`src/rtl/stag_pkg.sv`:
```
package stag_pkg;

    typedef enum logic [2:0] {
        ST_IDLE,
        ST_READ_REQ,
        ST_READ_WAIT,
        ST_WRITE_REQ,
        ST_WRITE_WAIT
    } stag_state_e;

    typedef enum logic {
        OP_READ   = 1'b0,
        OP_UPDATE = 1'b1
    } stag_op_e;

    // Width select to log2(width): 0->0, 1->1, 2/3->2
    function automatic logic [1:0] width_log2(input logic [1:0] sel);
        return (sel == 2'd0) ? 2'd0 : (sel == 2'd1) ? 2'd1 : 2'd2;
    endfunction

endpackage

```
`src/rtl/stag_addr_gen.sv`:
```
module stag_addr_gen #(
    parameter int ADDR_W   = 32,
    parameter int WORD_LSB = 2
) (
    input  logic [ADDR_W-1:0] base,
    input  logic [ADDR_W-1:0] addr,
    input  logic [1:0]        lg,
    output logic [ADDR_W-1:0] byte_addr,
    output logic [2:0]        bit_off
);
    localparam int BYTE_LG = 3;

    logic [ADDR_W-1:0] word_idx;
    logic [1:0]        sh;
    logic [2:0]        slot_mask;
    logic [2:0]        slot;

    always_comb begin
        word_idx  = addr >> WORD_LSB;
        sh        = 2'(BYTE_LG - int'(lg));
        slot_mask = 3'((4'd1 << sh) - 4'd1);
        slot      = word_idx[2:0] & slot_mask;
        bit_off   = 3'(slot << lg);
        byte_addr = base + (word_idx >> sh);
    end
endmodule

```
`src/rtl/stag_field_unit.sv`:
```
module stag_field_unit #(
    parameter int STATE_W = 4
) (
    input  logic [7:0]         byte_in,
    input  logic [2:0]         bit_off,
    input  logic [1:0]         lg,
    input  logic [STATE_W-1:0] new_field,
    output logic [STATE_W-1:0] field_out,
    output logic [7:0]         merged
);
    localparam int BYTE_W = 8;

    logic [BYTE_W-1:0] mask;
    logic [BYTE_W-1:0] shifted;
    logic [BYTE_W-1:0] new_ext;

    always_comb begin
        mask      = BYTE_W'((9'd1 << (4'd1 << lg)) - 9'd1);
        shifted   = (byte_in >> bit_off) & mask;
        field_out = STATE_W'(shifted);
        new_ext   = BYTE_W'(new_field) & mask;
        merged    = (byte_in & ~(mask << bit_off)) | (new_ext << bit_off);
    end
endmodule

```
`src/rtl/stag_access.sv`:
```
module stag_access
    import stag_pkg::*;
#(
    parameter int ADDR_W   = 32,
    parameter int WORD_LSB = 2,
    parameter int STATE_W  = 4
) (
    input  logic              clk,
    input  logic              rst_n,
    input  logic              req_valid,
    output logic              req_ready,
    input  logic              req_op,
    input  logic [ADDR_W-1:0] req_addr,
    input  logic [STATE_W-1:0] req_new_state,
    input  logic [ADDR_W-1:0] cfg_base,
    input  logic [1:0]        cfg_bits_sel,
    output logic              mem_req_valid,
    input  logic              mem_req_ready,
    output logic              mem_req_we,
    output logic [ADDR_W-1:0] mem_req_addr,
    output logic [7:0]        mem_req_wdata,
    input  logic              mem_rsp_valid,
    input  logic [7:0]        mem_rsp_rdata,
    output logic              done,
    output logic [STATE_W-1:0] rd_state
);

    stag_state_e st_q, st_d;

    logic [1:0]         in_lg;
    logic [ADDR_W-1:0]  in_byte_addr;
    logic [2:0]         in_off;

    stag_op_e           op_q;
    logic [ADDR_W-1:0]  byte_addr_q;
    logic [2:0]         off_q;
    logic [1:0]         lg_q;
    logic [STATE_W-1:0] new_q;
    logic [7:0]         merged_q;
    logic [STATE_W-1:0] old_q;

    logic [STATE_W-1:0] rsp_field;
    logic [7:0]         rsp_merged;

    logic               accept;
    logic               rd_rsp;

    assign in_lg = width_log2(cfg_bits_sel);

    stag_addr_gen #(
        .ADDR_W  (ADDR_W),
        .WORD_LSB(WORD_LSB)
    ) u_addr (
        .base     (cfg_base),
        .addr     (req_addr),
        .lg       (in_lg),
        .byte_addr(in_byte_addr),
        .bit_off  (in_off)
    );

    stag_field_unit #(
        .STATE_W(STATE_W)
    ) u_field (
        .byte_in  (mem_rsp_rdata),
        .bit_off  (off_q),
        .lg       (lg_q),
        .new_field(new_q),
        .field_out(rsp_field),
        .merged   (rsp_merged)
    );

    assign accept = (st_q == ST_IDLE) && req_valid;
    assign rd_rsp = (st_q == ST_READ_WAIT) && mem_rsp_valid;

    // State register
    always_ff @(posedge clk) begin
        if (!rst_n) begin
            st_q <= ST_IDLE;
        end else begin
            st_q <= st_d;
        end
    end

    // Operand capture
    always_ff @(posedge clk) begin
        if (!rst_n) begin
            op_q        <= OP_READ;
            byte_addr_q <= '0;
            off_q       <= '0;
            lg_q        <= '0;
            new_q       <= '0;
            merged_q    <= '0;
            old_q       <= '0;
        end else begin
            if (accept) begin
                op_q        <= stag_op_e'(req_op);
                byte_addr_q <= in_byte_addr;
                off_q       <= in_off;
                lg_q        <= in_lg;
                new_q       <= req_new_state;
            end
            if (rd_rsp) begin
                merged_q <= rsp_merged;
                old_q    <= rsp_field;
            end
        end
    end

    // Next state
    always_comb begin
        st_d = st_q;
        unique case (st_q)
            ST_IDLE:       if (req_valid)     st_d = ST_READ_REQ;
            ST_READ_REQ:   if (mem_req_ready) st_d = ST_READ_WAIT;
            ST_READ_WAIT:  if (mem_rsp_valid)
                               st_d = (op_q == OP_UPDATE) ? ST_WRITE_REQ : ST_IDLE;
            ST_WRITE_REQ:  if (mem_req_ready) st_d = ST_WRITE_WAIT;
            ST_WRITE_WAIT: if (mem_rsp_valid) st_d = ST_IDLE;
            default:                          st_d = ST_IDLE;
        endcase
    end

    // Outputs
    always_comb begin
        req_ready     = 1'b0;
        mem_req_valid = 1'b0;
        mem_req_we    = 1'b0;
        mem_req_addr  = byte_addr_q;
        mem_req_wdata = '0;
        done          = 1'b0;
        rd_state      = '0;
        unique case (st_q)
            ST_IDLE: req_ready = 1'b1;
            ST_READ_REQ: mem_req_valid = 1'b1;
            ST_READ_WAIT: begin
                if (mem_rsp_valid && op_q == OP_READ) begin
                    done     = 1'b1;
                    rd_state = rsp_field;
                end
            end
            ST_WRITE_REQ: begin
                mem_req_valid = 1'b1;
                mem_req_we    = 1'b1;
                mem_req_wdata = merged_q;
            end
            ST_WRITE_WAIT: begin
                if (mem_rsp_valid) begin
                    done     = 1'b1;
                    rd_state = old_q;
                end
            end
            default: ;
        endcase
    end

endmodule

```
`config.mk`:
```
export PLATFORM = sky130hd
export DESIGN_NAME = stag_access
export DESIGN_NICKNAME = d
export VERILOG_FILES = /design/src/rtl/stag_pkg.sv /design/src/rtl/stag_addr_gen.sv /design/src/rtl/stag_field_unit.sv /design/src/rtl/stag_access.sv
export SDC_FILE = /design/constraint.sdc
export NUM_CORES = 1
export LEC_CHECK = 0
export BUFFER_PORTS_ARGS = -buffer_cell sky130_fd_sc_hd__clkbuf_2
export CAP_MARGIN = 15
export CORE_ASPECT_RATIO = 0.7
export CORE_MARGIN = 2
export CORE_UTILIZATION = 49
export CTS_CLUSTER_DIAMETER = 150
export CTS_CLUSTER_SIZE = 14
export DETAILED_ROUTE_END_ITERATION = 6
export HOLD_SLACK_MARGIN = 0.03
export PLACE_DENSITY = 0.89
export SLEW_MARGIN = 20
export SYNTH_ARGS = -nofsm -noshare
export SYNTH_HDL_FRONTEND = slang
export SYNTH_SLANG_ARGS = --single-unit
```
`constraint.sdc`:
```
create_clock -name clk -period 2.9 [get_ports clk]
set_input_delay 0.145 -clock clk [delete_from_list [all_inputs] [get_ports clk]]
set_output_delay 0.145 -clock clk [all_outputs]
set_load 0.01 [all_outputs]
```
# ---- Yosys cells after proc, flatten, opt, wreduce, memory -nomap -nowiden
# Cells that the tools add are included.
dict set report classes {
  addsub 4
  eq_ne 10
  shifts 8
  n_mux 19
  bitwise 7
  n_reduce_logical 7
}
# operator n
set ops {}
lappend ops {{32-bit adder} 1}
lappend ops {{30-bit by 2-bit right shift with 32-bit output} 1}
lappend ops {{8-bit by 3-bit << shifter with 8-bit output} 2}
lappend ops {{3-bit two-way mux} 5}
lappend ops {{3-bit one-hot mux with 5 select lines} 1}
lappend ops {{2-bit != test (second input constant)} 5}
lappend ops {{4-bit by 8-bit bitwise AND with 8-bit output} 1}
lappend ops {{8-bit bitwise AND} 1}
lappend ops {{4-bit two-way mux} 2}
lappend ops {{8-bit two-way mux} 1}
lappend ops {{8-bit NOT} 1}
lappend ops {{8-bit OR} 1}
lappend ops {{4-bit one-hot mux with 2 select lines} 1}
lappend ops {{1-bit by 4-bit << shifter with 8-bit output (first input constant)} 1}
lappend ops {{8-bit by 3-bit right shift with 4-bit output} 1}
lappend ops {{8-bit by 1-bit subtractor with 8-bit output (second input constant)} 1}
lappend ops {{3-bit by 2-bit equality test with 1-bit output (second input constant)} 2}
lappend ops {{2-bit two-way mux} 3}
lappend ops {{1-bit two-way mux} 5}
lappend ops {{5-bit AND reduction} 1}
lappend ops {{4-bit bitwise AND} 1}
lappend ops {{1-bit by 2-bit << shifter with 4-bit output (first input constant)} 1}
lappend ops {{3-bit bitwise AND} 1}
lappend ops {{3-bit by 1-bit equality test with 1-bit output (second input constant)} 1}
lappend ops {{other kinds (12)} 14}
dict set report totals {
  reg_bits 57
  output_inout_bits 48
}

# ---- Depth between registers and ports, before layout
dict set report depth {
  word_depth 8
  depth_mapped 15
  ltp_nobuf 13
}

# ---- Modules after synthesis
# Synthesis repeated with hierarchy kept, for this count alone.
dict set report hier_totals {
  hier_cells 656
  hier_area_um2 5661.7
}
# mod n_inst cells_per_inst area_per_inst_um2 seq_area_each_um2
set modules_own_cells {}
lappend modules_own_cells {stag_access 1 276 2626.3 1141.1}
lappend modules_own_cells {stag_addr_gen 1 300 2397.3 0.0}
lappend modules_own_cells {stag_field_unit 1 80 638.1 0.0}

# ---- Worst setup path before layout
# No wires, ideal clock.
dict set report synth_timing {
  path_type {input port to flip-flop}
  startpoint {input cfg_bits_sel[0]}
  endpoint {register byte_addr_q[18], in the netlist mem_req_addr[18]}
  arrival_ns 3.098
  required_ns 2.785
  setup_slack_ns -0.313
  path_stages 15
  path_buffers 2
  cell_sequence {clkbuf_1 -> buf_1 -> mux2i_1 -> o21ai_0 -> ha_1 -> inv_1 -> fa_1 -> nand2b_1 -> a21oi_1 -> a2111oi_0 -> or3_1 -> o21ai_0 -> xnor2_1 -> o21ai_0 -> and2_1}
}
dict set report synth_via {
  elab_chain_cells 6
}
# element line_no
set synth_lines {}
lappend synth_lines {{from (decl)} stag_access.sv:16} ;# input logic [1:0] cfg_bits_sel,
lappend synth_lines {{2-bit by 1-bit equality test with 1-bit output} stag_pkg.sv:18} ;# return (sel == 2'd0) ? 2'd0 : (sel == 2'd1) ? 2'd1 : 2'd2;
lappend synth_lines {{2-bit two-way mux} stag_pkg.sv:18}
lappend synth_lines {{2-bit two-way mux *} stag_pkg.sv:18}
lappend synth_lines {{2-bit subtractor *} stag_addr_gen.sv:20} ;# sh = 2'(BYTE_LG - int'(lg));
lappend synth_lines {{30-bit by 2-bit right shift with 32-bit output *} stag_addr_gen.sv:24} ;# byte_addr = base + (word_idx >> sh);
lappend synth_lines {{32-bit adder *} stag_addr_gen.sv:24}
lappend synth_lines {{to (signal assigned)} stag_access.sv:97} ;# byte_addr_q <= in_byte_addr;
lappend synth_lines {{to (decl)} stag_access.sv:35} ;# logic [ADDR_W-1:0] byte_addr_q;
# Mark *: on every way between the ends. The rest lies on a longest branch, timed or not.
# A chain may end at the register's enable or synchronous reset.

# ---- Worst setup path in the final report
dict set report layout_timing {
  startpoint {input cfg_bits_sel[0]}
  endpoint {register byte_addr_q[31], in the netlist mem_req_addr[31]}
}
# Same word-level chain as after synthesis.

==> results by stage <==
Synth:
- Counting every net in the synthesized netlist gives 807.
- Synthesis inferred 57 register bits.
- The most used flip-flop cell after synthesis is dfxtp_1.
- After synthesis, the share of flip-flops with an asynchronous set or reset is 0%.
- For this run, the register share of the synthesized area comes to 22.8%.
- In this run the cell area of the synthesized design comes to 5000 µm².
- The synthesized instance count is 689.
- The total of warnings raised by yosys is 0.
- The number of synthesized flops with an enable pin is 0.
- Counting distinct cell types in the post-synthesis netlist gives 68.
- The mean area per synthesized cell is 7.26 µm².

STA:
- The worst hold slack after final layout is 0.0498 ns.
- Derived from the worst setup path, the maximum achievable clock frequency is 0.372 GHz.
- The final max-slew violation count came to 0.
- The transition at the pin with the smallest max-transition slack is 0.867 ns.
- The final worst clock skew is 0.00792 ns.
- Setup repair after global routing left no endpoint under its margin.
- The worst max-slew margin expressed relative to the limit is 42.2%.
- The final worst-path cycle share is 92.7%.
- The count of final hold-check violations is 0.
- The clock period minus final worst setup slack is 2.69 ns.
- Setup violations remaining at the end of the flow were counted as 0.

Global route:
- In the global route stage, met2 resource usage came out at 43.5%.
- The via count of the first global-routing pass is 5245.
- The initial antenna violation count was 0.
- In this run the most used layer during global routing was met2.
- The largest net degree at the start of global routing is 42.
- The first global-routing pass estimated 24.9 mm of wire.
- Across every metal layer, demand over resource in global routing totals 27.5%.
- The total overflow left after global routing is 0.
- The met1 demand-to-capacity share in global routing is 37.4%.
- The global-route met3 utilization is 6.23%.

Routing:
- The first detailed-routing pass ran for 7 iterations.
- The detailed-route vias per instance is 5.87.
- The first-iteration detailed-routing DRC count is 594.
- After detailed routing, the number of remaining DRC violations is 0.
- The number of nets still failing antenna checks after routing is 0.
- After detailed routing, the average wire length per cell comes to 15.7 µm.
- The wire length after detailed routing is 15.3 mm.
- The routed layout has 5701 vias.

Worst setup path:
- In this run the worst path has a maximum fanout of 15.
- The critical path endpoint is mem_req_addr[31]$_SDFFE_PN0P_.
- The worst register-to-register path begins at st_q[1]$_SDFFE_PN0P_.
- The critical path required time is 3.15 ns.
- STA classifies the critical path startpoint as a primary input.
- The setup check on the worst reg-to-reg path leaves a slack of 0.59 ns.
- The depth of the worst register-to-register path is 5.
- The critical path class is in -> reg.
- The launching element of the worst setup path is cfg_bits_sel[0].
- The end of the worst register-to-register path is mem_req_addr[30]$_SDFFE_PN0P_.
- The worst setup path is captured at a flop.
- The critical path data arrival time is 2.94 ns.

CTS:
- CTS saw 57 sinks.
- The CTS tree is done.
- Clock-pin slew was measured on the worst setup and hold paths at 0.05 ns.
- The clock tree buffer depth is 2.
- The H-tree generated during clock tree synthesis spans 3 levels.
- The tree is rooted in a clkbuf_16.
- The setup fix buffers added after clock tree synthesis is 0.
- TritonCTS created 9 clock buffers.
- For the worst-skew pair, the clock arrives at the later sink with an insertion delay of 0.33 ns.

Finish:
- After routing the design area is 6410 µm².
- The layout-stage area growth over the synthesis result is 28.1%.
- The net total in the final layout is 957.
- The multi-input combinational cells in the finished layout cover a total of 3630 µm².
- The fraction of layout cells with a size suffix above 1 is 27.1%.
- The final core utilization is 65.4%.
- In the final layout, flip-flops and latches occupy 1140 µm².
- Counting the fill cells in the layout gives 795.
- The count of antenna diodes in the layout is 0.

Placement:
- Once detailed placement completed, the half-perimeter wirelength came to 11.5 mm.
- Once placement finished, the instance area stood at 6080 µm².
- During placement, the flow inserted port buffers numbering 129.
- At the end of routability-driven placement, the weighted congestion stood at 0.961.

Floorplan:
- The number of rows in the core area is 30.
- The height of the die is 88.5 µm.
- The die is 125 µm wide.
- The core region is 9800 µm².
- Pin placement for this block handled 132 I/O pins.
- The floorplan step defined a die boundary enclosing 11000 µm².
- The initial utilization of the core area, before any placement, comes to 51.1%.

Power and ir drop:
- The static power due to leakage is 2.97 nW.
- The maximum ir drop on the vdd rail is 0.341 mV.
- The completed layout was analyzed and its total power is 3.27 mW.
- The power density over the cells is 511 nW/µm².

Outcome:
- The run finished with clean final reports.

Worst hold path:
- The class of the worst hold path is in -> reg.

Job:
- The tool flagged a number of max-cap violations equal to 0.
[where the power goes]
part	internal, mW	switching (mW)
combinational	0.524	0.659
clock	0.751	0.404
sequential	0.862	0.0724
[flip-flops by register name, summed over array words and instances, names as in the netlist]
name,flops
old_q,4
new_q,4
st_q,3
lg_q,2
merged_q,8
mem_req_addr,32
op_q,1
off_q,3
[cell usage after synthesis (all sizes together) (4+ instances only)]
library cell / instances / area share, %
or3: 6 / 0.75
xnor2: 13 / 2.3
a21o: 18 / 2.7
mux2i: 35 / 7.0
nand4: 6 / 0.75
xor2: 5 / 0.88
o31ai: 5 / 0.75
o21ai: 71 / 7.2
ha: 33 / 8.3
o211ai: 9 / 1.6
clkbuf: 44 / 3.3
nand2b: 6 / 0.75
a31oi: 5 / 0.93
nand2: 111 / 8.3
nand3: 23 / 2.3
or2: 4 / 0.50
buf: 6 / 0.53
dfxtp: 57 / 23
o21a: 6 / 0.90
a21oi: 77 / 7.9
nor2: 40 / 3.0
and3: 12 / 1.5
nor3: 13 / 1.3
a211oi: 13 / 2.4
and2: 10 / 1.3
inv: 12 / 0.90
[layout make-up]
cell class	instances	share of cell area, %
multi-input combinational	569	56.6
clock inverter	7	1.48
tap	128	2.50
clock buffer	9	3.51
inverter	13	0.762
timing repair buffer	189	17.3
sequential	57	17.8
[critical path: stages]
cell      delay, ns
clkbuf_2       0.10
buf_12         0.15
buf_4          0.17
mux2i_1        0.12
o21ai_0        0.25
ha_1           0.34
and2_1         0.21
a221oi_4       0.30
o21ai_2        0.14
o211ai_2       0.11
a31oi_4        0.14
a311oi_2       0.36
o32ai_1        0.17
a211oi_2       0.23
[metal layers]
| layer | vias to the layer above | part of all wire [%] | routed length, µm |
|---|---|---|---|
| met4 | 0 | 1.7 | 258 |
| met2 | 309 | 43 | 6630 |
| met1 | 2572 | 45 | 6910 |
| met3 | 28 | 9.6 | 1470 |
| met5 | - | 0 | 0 |
| li1 | 2792 | - | - |
[through the flow]
stage,cells,setup slack (ns),TNS (ns)
3_3_place_gp,956,-0.0923,-0.234
5_1_grt,972,0.0512,0
3_5_place_dp,956,-0.196,-0.634
2_1_floorplan,689,-0.0618,-0.0618
6_report,972,0.211,0
4_1_cts,972,0.0844,0
[placed cells by master, fill, tap and decap left out, types with 3 or more instances in the layout]
| master | n |
|---|---|
| or2_2 | 4 |
| nor2b_1 | 3 |
| and3_1 | 12 |
| buf_4 | 59 |
| a31oi_1 | 4 |
| o21bai_1 | 3 |
| nand2b_1 | 6 |
| a21oi_1 | 74 |
| dfxtp_1 | 57 |
| a211oi_1 | 10 |
| clkbuf_16 | 9 |
| nand3b_1 | 3 |
| nand4b_1 | 3 |
| inv_1 | 12 |
| nor3_1 | 13 |
| o211ai_1 | 7 |
| and2_1 | 9 |
| a21oi_2 | 3 |
| nand4_1 | 6 |
| or3_1 | 6 |
| a22o_1 | 3 |
| ha_1 | 33 |
| o31ai_1 | 5 |
| xnor2_1 | 13 |
| xor2_1 | 5 |
| nand3_1 | 23 |
| o21ai_0 | 70 |
| nand2_1 | 111 |
| a21o_1 | 18 |
| clkbuf_2 | 129 |
| mux2i_1 | 35 |
| a32oi_1 | 3 |
| o21a_1 | 6 |
| nor2_1 | 39 |
[worst min-delay path by stage]
stage	depth (start not counted)	startpoint	slack [ns]	to
finish	3	req_new_state[0]	0.05	new_q[0]$_SDFFE_PN0P_
global route	3	req_op	0.07	op_q$_SDFFE_PN0P_
CTS	3	req_op	0.04	op_q$_SDFFE_PN0P_
detailed placement	3	req_new_state[2]	0.38	new_q[2]$_SDFFE_PN0P_
global placement	3	req_new_state[2]	0.37	new_q[2]$_SDFFE_PN0P_
floorplan	1	mem_req_ready	0.26	st_q[0]$_SDFFE_PN0P_
[kinds of logic (layout without fill, tap and decap cells)]
family	Yosys count	count (layout)	share of synthesized area (%)
AND/OR/NAND/NOR	243	243	22.2
buffers and inverters	63	218	4.83
adder cells (fa/ha/maj)	34	34	8.65
AO/OA/AOI/OAI	235	235	30.4
multiplexers	38	38	7.90
other	1	1	0.0750
flip-flops	57	57	22.8
XOR/XNOR	18	18	3.15
[repair_timing]
item,CTS,global route
gates resized for setup,0,3
hold endpoints to repair,0,0
hold buffers,0,0
setup endpoints to repair,0,4
(Power assumes the default switching activity.)
